`src/rtl/lane_steer_pkg.sv`:
```
package lane_steer_pkg;
  localparam int DATA_W = 64;
  localparam int ADDR_W = 32;
  localparam int NB     = DATA_W / 8;
  localparam int OFF_W  = $clog2(NB);
  localparam int SZ_W   = $clog2(OFF_W + 1);

  typedef enum logic [SZ_W-1:0] {
    SZ_BYTE = 2'd0,
    SZ_HALF = 2'd1,
    SZ_WORD = 2'd2,
    SZ_DBL  = 2'd3
  } acc_size_e;
endpackage

```
`src/rtl/lane_map.sv`:
```
// Offset/size/mode to first lane, lane mask and alignment fault.
module lane_map #(
  parameter int NB    = 8,
  parameter int OFF_W = $clog2(NB),
  parameter int SZ_W  = $clog2(OFF_W + 1)
) (
  input  logic [OFF_W-1:0] off,
  input  logic [SZ_W-1:0]  size,
  input  logic             big,
  output logic [OFF_W-1:0] base,
  output logic [NB-1:0]    mask,
  output logic             misal
);
  logic [OFF_W:0] nbytes;
  logic [OFF_W:0] be_base;

  always_comb begin
    nbytes  = (OFF_W+1)'(1) << size;
    misal   = |(off & nbytes[OFF_W-1:0] - OFF_W'(1));
    // value byte j sits in lane base+j for both orders
    be_base = (OFF_W+1)'(NB) - nbytes - {1'b0, off};
    base    = big ? be_base[OFF_W-1:0] : off;
    for (int i = 0; i < NB; i++) begin
      mask[i] = (i >= int'(base)) && (i < int'(base) + int'(nbytes));
    end
  end
endmodule

```
`src/rtl/store_steer.sv`:
```
module store_steer #(
  parameter int NB    = 8,
  parameter int OFF_W = $clog2(NB)
) (
  input  logic              en,
  input  logic [8*NB-1:0]   data,
  input  logic [OFF_W-1:0]  base,
  input  logic [NB-1:0]     mask,
  output logic [8*NB-1:0]   wdata,
  output logic [NB-1:0]     be
);
  logic [8*NB-1:0] shifted;

  always_comb begin
    shifted = data << {base, 3'b000};
    be      = en ? mask : '0;
    for (int i = 0; i < NB; i++) begin
      wdata[i*8 +: 8] = be[i] ? shifted[i*8 +: 8] : 8'h00;
    end
  end
endmodule

```
`src/rtl/load_extract.sv`:
```
module load_extract #(
  parameter int NB    = 8,
  parameter int OFF_W = $clog2(NB),
  parameter int SZ_W  = $clog2(OFF_W + 1)
) (
  input  logic [8*NB-1:0]  rdata,
  input  logic [OFF_W-1:0] base,
  input  logic [SZ_W-1:0]  size,
  input  logic             sgn,
  output logic [8*NB-1:0]  value
);
  logic [8*NB-1:0] shifted;
  logic [OFF_W:0]  nbytes;
  logic            msb;
  logic [7:0]      fill;

  always_comb begin
    shifted = rdata >> {base, 3'b000};
    nbytes  = (OFF_W+1)'(1) << size;
    msb     = 1'b0;
    for (int k = 0; k < NB; k++) begin
      if (k == int'(nbytes) - 1) msb = shifted[k*8+7];
    end
    fill = (sgn && msb) ? 8'hFF : 8'h00;
    for (int k = 0; k < NB; k++) begin
      value[k*8 +: 8] = (k < int'(nbytes)) ? shifted[k*8 +: 8] : fill;
    end
  end
endmodule

```
`src/rtl/lane_steer_top.sv`:
```
module lane_steer_top
  import lane_steer_pkg::*;
#(
  parameter int DW = DATA_W,
  parameter int AW = ADDR_W,
  localparam int NBY = DW / 8,
  localparam int OW  = $clog2(NBY),
  localparam int SW  = $clog2(OW + 1)
) (
  input  logic          clk,
  input  logic          rst,
  input  logic          big_end,
  input  logic          st_en,
  input  logic [AW-1:0] st_addr,
  input  logic [SW-1:0] st_size,
  input  logic [DW-1:0] st_data,
  output logic [DW-1:0] mem_wdata,
  output logic [NBY-1:0] mem_be,
  output logic          st_misalign,
  input  logic          rd_valid,
  input  logic [AW-1:0] rd_addr,
  input  logic [SW-1:0] rd_size,
  input  logic          rd_signed,
  input  logic [DW-1:0] rd_data,
  output logic          ld_valid,
  output logic [DW-1:0] ld_data,
  output logic          ld_misalign
);
  logic [OW-1:0]  s_base, l_base;
  logic [NBY-1:0] s_mask, l_mask;
  logic           s_mis, l_mis;
  logic [DW-1:0]  l_value;

  lane_map #(.NB(NBY), .OFF_W(OW), .SZ_W(SW)) u_smap (
    .off(st_addr[OW-1:0]), .size(st_size), .big(big_end),
    .base(s_base), .mask(s_mask), .misal(s_mis)
  );

  store_steer #(.NB(NBY), .OFF_W(OW)) u_store (
    .en(st_en && !s_mis), .data(st_data), .base(s_base), .mask(s_mask),
    .wdata(mem_wdata), .be(mem_be)
  );

  assign st_misalign = st_en && s_mis;

  lane_map #(.NB(NBY), .OFF_W(OW), .SZ_W(SW)) u_lmap (
    .off(rd_addr[OW-1:0]), .size(rd_size), .big(big_end),
    .base(l_base), .mask(l_mask), .misal(l_mis)
  );

  load_extract #(.NB(NBY), .OFF_W(OW), .SZ_W(SW)) u_load (
    .rdata(rd_data), .base(l_base), .size(rd_size), .sgn(rd_signed),
    .value(l_value)
  );

  always_ff @(posedge clk) begin
    if (rst) begin
      ld_valid    <= 1'b0;
      ld_data     <= '0;
      ld_misalign <= 1'b0;
    end else begin
      ld_valid    <= rd_valid;
      ld_misalign <= rd_valid && l_mis;
      if (rd_valid) ld_data <= l_mis ? '0 : l_value;
    end
  end

  logic unused_mask;
  assign unused_mask = ^{l_mask, st_addr[AW-1:OW], rd_addr[AW-1:OW]};
endmodule

```
`config.mk`:
```
export PLATFORM = sky130hd
export DESIGN_NAME = lane_steer_top
export DESIGN_NICKNAME = d
export VERILOG_FILES = /design/src/rtl/lane_steer_pkg.sv /design/src/rtl/lane_map.sv /design/src/rtl/store_steer.sv /design/src/rtl/load_extract.sv /design/src/rtl/lane_steer_top.sv
export SDC_FILE = /design/constraint.sdc
export NUM_CORES = 1
export LEC_CHECK = 0
export CAP_MARGIN = 5
export CORE_AREA = 2 2 132 134
export DETAILED_ROUTE_END_ITERATION = 10
export DIE_AREA = 0 0 134 136
export DONT_BUFFER_PORTS = 1
export PLACE_DENSITY = 0.53
export SYNTH_ARGS = -nofsm -noshare
export SYNTH_HDL_FRONTEND = slang
export SYNTH_SLANG_ARGS = --single-unit
```
`constraint.sdc`:
```
create_clock -name clk -period 5.7 [get_ports clk]
set_input_delay 0.855 -clock clk [delete_from_list [all_inputs] [get_ports clk]]
set_output_delay 0.855 -clock clk [all_outputs]
set_load 0.005 [all_outputs]
```
==> results of run 1 <==
[stage by stage]
stage | total power, uW | cell area [sq um] | worst slack (ps)
2_1_floorplan | 1020 | 6640 | 691
3_3_place_gp | 1150 | 6740 | 855
3_5_place_dp | 1150 | 6740 | 863
4_1_cts | 1710 | 7040 | 861
5_1_grt | 1800 | 7040 | 558
6_report | 1710 | 7040 | 861
[power groups by stage]
stage                     logic, uW  clock network (uW)  registers, uW
after detailed placement        640                   0            513
after floorplan                 511                   0            505
final                           647                 563            503
after global placement          640                   0            513
after CTS                       643                 568            503
after global routing            704                 591            506
[critical path: stages]
cell     delay [ps]
or2_2           310
ha_1            200
ha_1            320
mux2_2          670
a21oi_1         160
a41oi_1         190
a21oi_1         160
nor2b_1         210
nor2_1          630
and2_1          280
[per-layer routing]
layer,vias up,track usage
li1,3035,-
met2,288,0.404
met3,39,0.118
met1,3129,0.321
met5,-,0
met4,0,0.0709
[cells in the mapped netlist, types with 2 or more instances]
cell type / number / area (sq um)
a22o_1: 8 / 70.1
dfxtp_1: 66 / 1320
or2_2: 4 / 25.0
nor3_1: 18 / 90.1
a211oi_2: 2 / 25.0
xnor2_1: 3 / 26.3
nand3_2: 27 / 270
nand4_1: 32 / 200
o21ai_0: 17 / 85.1
and3_1: 3 / 18.8
a22oi_1: 8 / 60.1
a21oi_1: 29 / 145
o31ai_2: 2 / 25.0
a21o_1: 2 / 15.0
xnor2_2: 2 / 32.5
a31oi_1: 8 / 50.1
buf_4: 2 / 15.0
nand2_1: 190 / 713
o21a_1: 4 / 30.0
ha_1: 13 / 163
nor2b_1: 10 / 62.6
mux4_2: 23 / 518
or4b_1: 2 / 20.0
a221o_1: 11 / 110
clkbuf_1: 47 / 176
buf_2: 11 / 55.1
mux2i_1: 99 / 991
nand2b_1: 3 / 18.8
and2_1: 26 / 163
mux2_2: 10 / 113
mux2i_2: 3 / 41.3
o211ai_1: 9 / 67.6
buf_6: 5 / 56.3
nand3_1: 80 / 400
inv_1: 13 / 48.8
nor2_1: 39 / 146
inv_2: 2 / 7.51
buf_1: 5 / 18.8
[sequential cells by signal (all words and copies together), names as in the netlist]
register     count
ld_valid         1
ld_misalign      1
ld_data         64
[final timing paths]
kind                                  start       endpoint  slack, ps
worst max-delay path             st_size[1]  mem_wdata[30]        860
worst min-delay path            ld_data[60]    ld_data[60]        490
worst max register to register   ld_data[7]     ld_data[7]       4940
worst min register to register  ld_data[60]    ld_data[60]        490
[cell families (layout without fill, tap and decap cells)]
| group | after synthesis | in the layout | share of synthesized area |
|---|---|---|---|
| compound gates | 113 | 113 | 0.123 |
| xor+xnor | 6 | 6 | 0.0102 |
| fa+ha+maj | 13 | 13 | 0.0245 |
| buf+inv | 86 | 44 | 0.0574 |
| flops | 66 | 66 | 0.199 |
| mux | 136 | 136 | 0.254 |
| simple gates | 443 | 443 | 0.333 |
[placed cells by master, fill, tap and decap left out, drive strengths merged, types with 6 or more instances in the layout]
master  netlist  final
clkbuf       47      9
a21oi        29     29
o211ai        9      9
nand4        32     32
ha           13     13
a221o        11     11
inv          15     15
a31oi         8      8
nor3         19     19
mux4         23     23
nand3       107    107
buf          23     12
a22o          8      8
o21ai        19     19
nand2       191    191
mux2i       103    103
mux2         10     10
nor2         40     40
dfxtp        66     66
and2         26     26
nor2b        10     10
clkinv        1      6
a22oi         8      8
[final cells by class]
type                            count  area, sq um  area share
Sequential cell                    66         1320       0.188
Inverter                           16         60.1     0.00853
Clock inverter                      7         70.1     0.00996
Timing Repair Buffer               12         90.1      0.0128
Clock buffer                        9          225      0.0320
Tap cell                          225          282      0.0400
Multi-Input combinational cell    711         4990       0.709
==> impl_results.md, run 1 <==
- Outcome: completed
- Total Routing Usage GR: 0.258
- Met1 wire length: 10.2 mm
- Drt first pass iters: 5
- Drc violations: 0
- Dominant synthesized flop cell: dfxtp_1
- Post-CTS Setup Inserts: 0
- Switching power: 644 uW
- Max-slew violation count: 0
- Row count: 48
- Headroom to the max-slew limit: 0.315
- Synthesized area per cell: 7.70 sq um
- FF-to-FF path depth: 1
- Htree depth: 3
- Leak Pwr: 0.00319 uW
- Cell variety after synth: 63
- Vias per Instance: 6.21
- Final Util: 0.417
- Clk_lat worst skew: 320 ps
- Initial core utilization: 0.394
- Post_cts resized: 0
- Ratio of final minimum period to clock period: 0.849
- Register share of total power: 0.294
- Hold Violations, Final: 0
- Clock Skews: 0 ps
- Area Overhead vs Synth: 5.91%
- CTS tree: done
- Share of power burned in combinational logic: 0.378
- I/O Pins: 341
- CP Class: input port to primary output
- Post-synthesis cell area: 6640 sq um
- Initial antenna violation count: 0
- Clock power frac: 0.329
- Root buffer cell: clkbuf_16
- Full die area: 18200 sq um
- Via count: 6491
- Yosys reg bits: 66
- Fin nets: 1031
- Ant diodes: 0
- Max clock buf depth: 2
- Startpoint types: input port
- Clk slew on worst S/H paths: 60 ps
- Overall die height: 136 microns
- RSZ-0062 raised after global routing: false
- Post-DP HPWL: 18.6 mm
- Final antenna-violating net count: 0
- Hold slack: 490 ps
- Largest net degree at the start of global routing: 65
- Number of global-route vias before repair: 6093
- PD cells: 243 nW/um^2
- Minimum clock period: 4840 ps
- Ys async rst share: 0
- RD Place Congestion: 0.907
- Cell count after synthesis: 863
- Max Clock Freq: 207 MHz
- Core area: 16900 sq um
- DRT iter0 DRCs: 429
- Number of synthesized flops with an enable pin: 0
- First-pass GRT wire length: 36.5 mm
- Worst-path fanout max: 40
- Max VDD drop: 0.123 mV
- Worst hold path type: register to register
- Fillers: 1751
- Max-cap violation count: 0
- Number of instances in the placed design: 1030
- Non-Filler Instances: 1046
- Critical Path End Type: primary output
- Top Layer Used: met4
- Sequential share of the synthesized area: 0.199
- Met2 WL: 11.1 mm
- Chip width: 134 microns
- Worst-margin pin slew: 1030 ps
- # setup viols final: 0
- Total wire length: 24.7 mm
- Sink Count: 66
- Met3 Wirelength: 2.79 mm
- Gr ovfl total: 0
- Hold depth: 2
- DR WL/cell: 23.6 microns
- Yosys warns: 0
- Hold Buf Count CTS: 0
- Power Internal: 1070 uW
- Switch share: 0.376
- Final TNS setup: 0 ps
- CTS buffer count: 9
- Critical path arrival: 3980 ps
- Required @ worst endpoint: 4850 ps
- Syn Nets: 1078
- Port bufs: 0
- Layout cells sized above 1: 0.141
No activity file was read; power rests on OpenSTA's default activity.
==> run 2: changes to the inputs <==
--- a/config.mk
+++ b/config.mk
@@ -5,12 +5,13 @@
 export SDC_FILE = /design/constraint.sdc
 export NUM_CORES = 1
 export LEC_CHECK = 0
+export ABC_AREA = 1
 export CAP_MARGIN = 5
-export CORE_AREA = 2 2 132 134
+export CORE_AREA = 2 2 131 133
 export DETAILED_ROUTE_END_ITERATION = 10
-export DIE_AREA = 0 0 134 136
+export DIE_AREA = 0 0 133 135
 export DONT_BUFFER_PORTS = 1
-export PLACE_DENSITY = 0.53
+export PLACE_DENSITY = 0.57
 export SYNTH_ARGS = -nofsm -noshare
 export SYNTH_HDL_FRONTEND = slang
 export SYNTH_SLANG_ARGS = --single-unit
==> constraint.sdc (replaced) <==
create_clock -name clk -period 3.95 [get_ports clk]
set_input_delay 0.5925 -clock clk [delete_from_list [all_inputs] [get_ports clk]]
set_output_delay 0.5925 -clock clk [all_outputs]
set_load 0.005 [all_outputs]
==> run 2 against run 1 <==
Total power grew 44%. Global-route usage grew 1.4 points. Utilization grew 3.4 points. Synthesized area grew 3.2%. Largest cell class unchanged. Cell area grew 5.3%. Via count grew 26%. Routed wire length grew 4.3%. Non-clock buffer count grew 19. Synthesized cell count grew 47%. First-iteration DRC count grew 110%.
==> impl_results.md, run 2 <==
- # setup viols final: 0 (unchanged)
- Critical Path End Type: primary output
- Number of synthesized flops with an enable pin: 0 (unchanged)
- Commonest non-fill, non-tap cell in the layout: nand2_1
- Power, Total: 2460 uW (+44%)
- Cell count after synthesis: 1268 (+47%)
- Core area: 16400 sq um (-2.8%)
- DRT iter0 DRCs: 921 (+110%)
- Dominant synthesized flop cell: dfxtp_1
- Post-DP HPWL: 19.4 mm (+4.3%)
- Top cells by area, synth: nand2_1 22%, dfxtp_1 19%, o21ai_0 11%
- Clock Skews: 0 ps (unchanged)
- DR WL/cell: 17.9 microns (-24%)
- Overall die height: 135 microns (-0.74%)
- FF-to-FF path depth: 2 (+1)
- Outcome: completed
- WP buf/inv: 3 (+3)
- First-pass GRT wire length: 39.2 mm (+7.3%)
- Initial core utilization: 0.418 (+0.0242)
- Port bufs: 0 (unchanged)
- CTS buffer count: 9 (unchanged)
- Yosys reg bits: 66 (unchanged)
- Clk_lat worst skew: 340 ps (+20 ps)
- RD Place Congestion: 0.970 (+6.9%)
- Hold slack: 323 ps (-166 ps)
- Cell variety after synth: 38 (-40%)
- Top-area cell type share of the netlist area: 0.222 (+0.0234)
- CP peak stage delay: 320 ps (-350 ps)
- Sink Count: 66 (unchanged)
- Hold Violations, Final: 0 (unchanged)
- Max Clock Freq: 263 MHz
- Gr ovfl total: 0 (unchanged)
- CP Class: input port to primary output
- Via count: 8153 (+26%)
- Ratio of final minimum period to clock period: 0.963
- Row count: 47 (-2.1%)
- Number of instances in the placed design: 1419 (+38%)
- Worst-margin pin slew: 801 ps (-227 ps)
- Required @ worst endpoint: 3360 ps (-1490 ps)
- Yosys warns: 0 (unchanged)
- Max clock buf depth: 2 (unchanged)
- Htree depth: 3 (unchanged)
- Most frequent CP cell: nand2_1
- Total Routing Usage GR: 0.272 (+0.0143)
- CTS tree: done
- Top cells by count, synth: 406 x nand2_1, 152 x o21ai_0, 125 x nand3_1
- Ys async rst share: 0 (unchanged)
- Ant diodes: 0 (unchanged)
- Largest register FFs: 64 (unchanged)
- Total wire length: 25.8 mm (+4.3%)
- Max stage delay cell, worst path: ha_4
- Drt first pass iters: 5 (unchanged)
- Max-cap violation count: 0 (unchanged)
- Root buffer cell: clkbuf_16
- Final antenna-violating net count: 0 (unchanged)
- Clk slew on worst S/H paths: 60 ps (about the same)
- PD cells: 332 nW/um^2 (+37%)
- Largest registers: ld_data x64, ld_misalign x1, ld_valid x1
- Synthesized area per cell: 5.41 sq um (-30%)
- Top reg by flops: ld_data
- Final TNS setup: 0 ps (unchanged)
- Headroom to the max-slew limit: 0.465 (+0.151)
- Syn Nets: 1483 (+38%)
- Critical path arrival: 3210 ps (-770 ps)
- Number of global-route vias before repair: 6997 (+15%)
- Initial antenna violation count: 0 (unchanged)
- Area Overhead vs Synth: 8.03%
- Non-Filler Instances: 1440 (+38%)
- Max VDD drop: 0.206 mV (+67%)
- CP cell instances: nor2_4 > inv_1 > ha_1 > ha_1 > or2_2 > nand4_1 > nand2_1 > ha_4 > nand2_1 > nor2_2 > o21ai_2 > o21ai_1 > nor2_2 > inv_2 > nor2_4 > buf_4 > nand2_1 > nand3_2 > nor2_1
- Chip width: 133 microns (-0.75%)
- Worst hold path type: input port to register
- Cell family with most CP delay: simple AND/OR/NAND/NOR gates
- Fin nets: 1430 (+39%)
- Count leader, synth: nand2_1
- Commonest non-fill, non-tap cells in the layout: 402 x nand2_1, 150 x o21ai_0, 125 x nand3_1
- Post-synthesis cell area: 6860 sq um (+3.2%)
- Worst-path fanout max: 9 (-78%)
- Hold Buf Count CTS: 0 (unchanged)
- Largest net degree at the start of global routing: 76 (+17%)
- Drc violations: 0 (unchanged)
- Vias per Instance: 5.66 (-8.8%)
- Startpoint types: input port
- Leak Pwr: 0.00323 uW (+1.3%)
- Full die area: 18000 sq um (-1.5%)
- Crit path depth: 19 (+9)
- I/O Pins: 341 (unchanged)
- Sequential share of the synthesized area: 0.193 (-0.00617)
- Minimum clock period: 3800 ps
- Max-slew violation count: 0 (unchanged)
- Hold depth: 1 (-1)
- Layout cells sized above 1: 0.0713 (-0.0700)
- Yosys top cell by area: nand2_1
==> run 2: cell types whose count changed in the layout (fill, tap and decap cells not counted), moves of 14 or more <==
| cell | delta |
|---|---|
| nand3_2 | -26 |
| buf_4 | +15 |
| mux2i_1 | -97 |
| nor2_1 | +59 |
| a21oi_1 | +52 |
| nand2_1 | +212 |
| mux4_2 | -23 |
| o21ai_0 | +133 |
| nand3_1 | +45 |
| nand4_1 | -30 |
| and2_1 | -26 |
| inv_1 | +93 |
| o211ai_1 | +14 |
==> run 2: area by class of cell <==
type                            instances  area (sq um)
Fill cell                            1797          9000
Timing Repair Buffer                   31           288
Clock buffer                            9           225
Sequential cell                        66          1320
Clock inverter                          7          53.8
Tap cell                              220           275
Multi-Input combinational cell        995          4820
Inverter                              112           420
==> run 2: repair_timing <==
| action | 4_1_cts | 5_1_grt |
|---|---|---|
| hold endpoints to repair | 0 | 0 |
| gates resized for setup | 0 | 22 |
| setup buffers | 0 | 4 |
| endpoints found under the setup margin | 0 | 41 |
==> run 2: cell families (layout without fill, tap and decap cells) <==
family	Yosys count	after routing	share of synthesized area
simple gates	665	665	0.398
compound gates	315	315	0.261
mux	1	1	0.00146
xor+xnor	1	1	0.00128
buf+inv	207	159	0.122
fa+ha+maj	13	13	0.0237
flops	66	66	0.193
==> run 2: final timing paths <==
path                                      end  slack [ps]        start
worst max-delay path            mem_wdata[22]         150   st_size[1]
worst min-delay path              ld_data[59]         320          rst
worst max register to register    ld_data[23]        3250  ld_data[23]
worst min register to register    ld_data[17]         480  ld_data[17]
==> run 2: routing by layer <==
metal,up-vias,global-route usage,routed length (microns)
met5,-,0,0
li1,4074,-,-
met4,0,0.0520,388
met2,416,0.397,10800
met3,30,0.0972,3240
met1,3633,0.387,11400
==> run 2: stage by stage <==
| stage | instance area [sq um] | worst slack, ps | util |
|---|---|---|---|
| floorplan | 6860 | 137 | - |
| global placement | 6970 | 83.6 | 0.425 |
| detailed placement | 6970 | 93.7 | 0.425 |
| CTS | 7250 | 80.1 | 0.442 |
| global route | 7410 | -32.6 | 0.451 |
| finish | 7410 | 147 | 0.451 |
==> run 2: power breakdown <==
| part | leakage [uW] | internal (uW) | total [uW] | switching (uW) |
|---|---|---|---|---|
| registers | 0.000536 | 696 | 720 | 24.4 |
| logic | 0.00257 | 308 | 987 | 679 |
| clock network | 0.000128 | 429 | 755 | 326 |
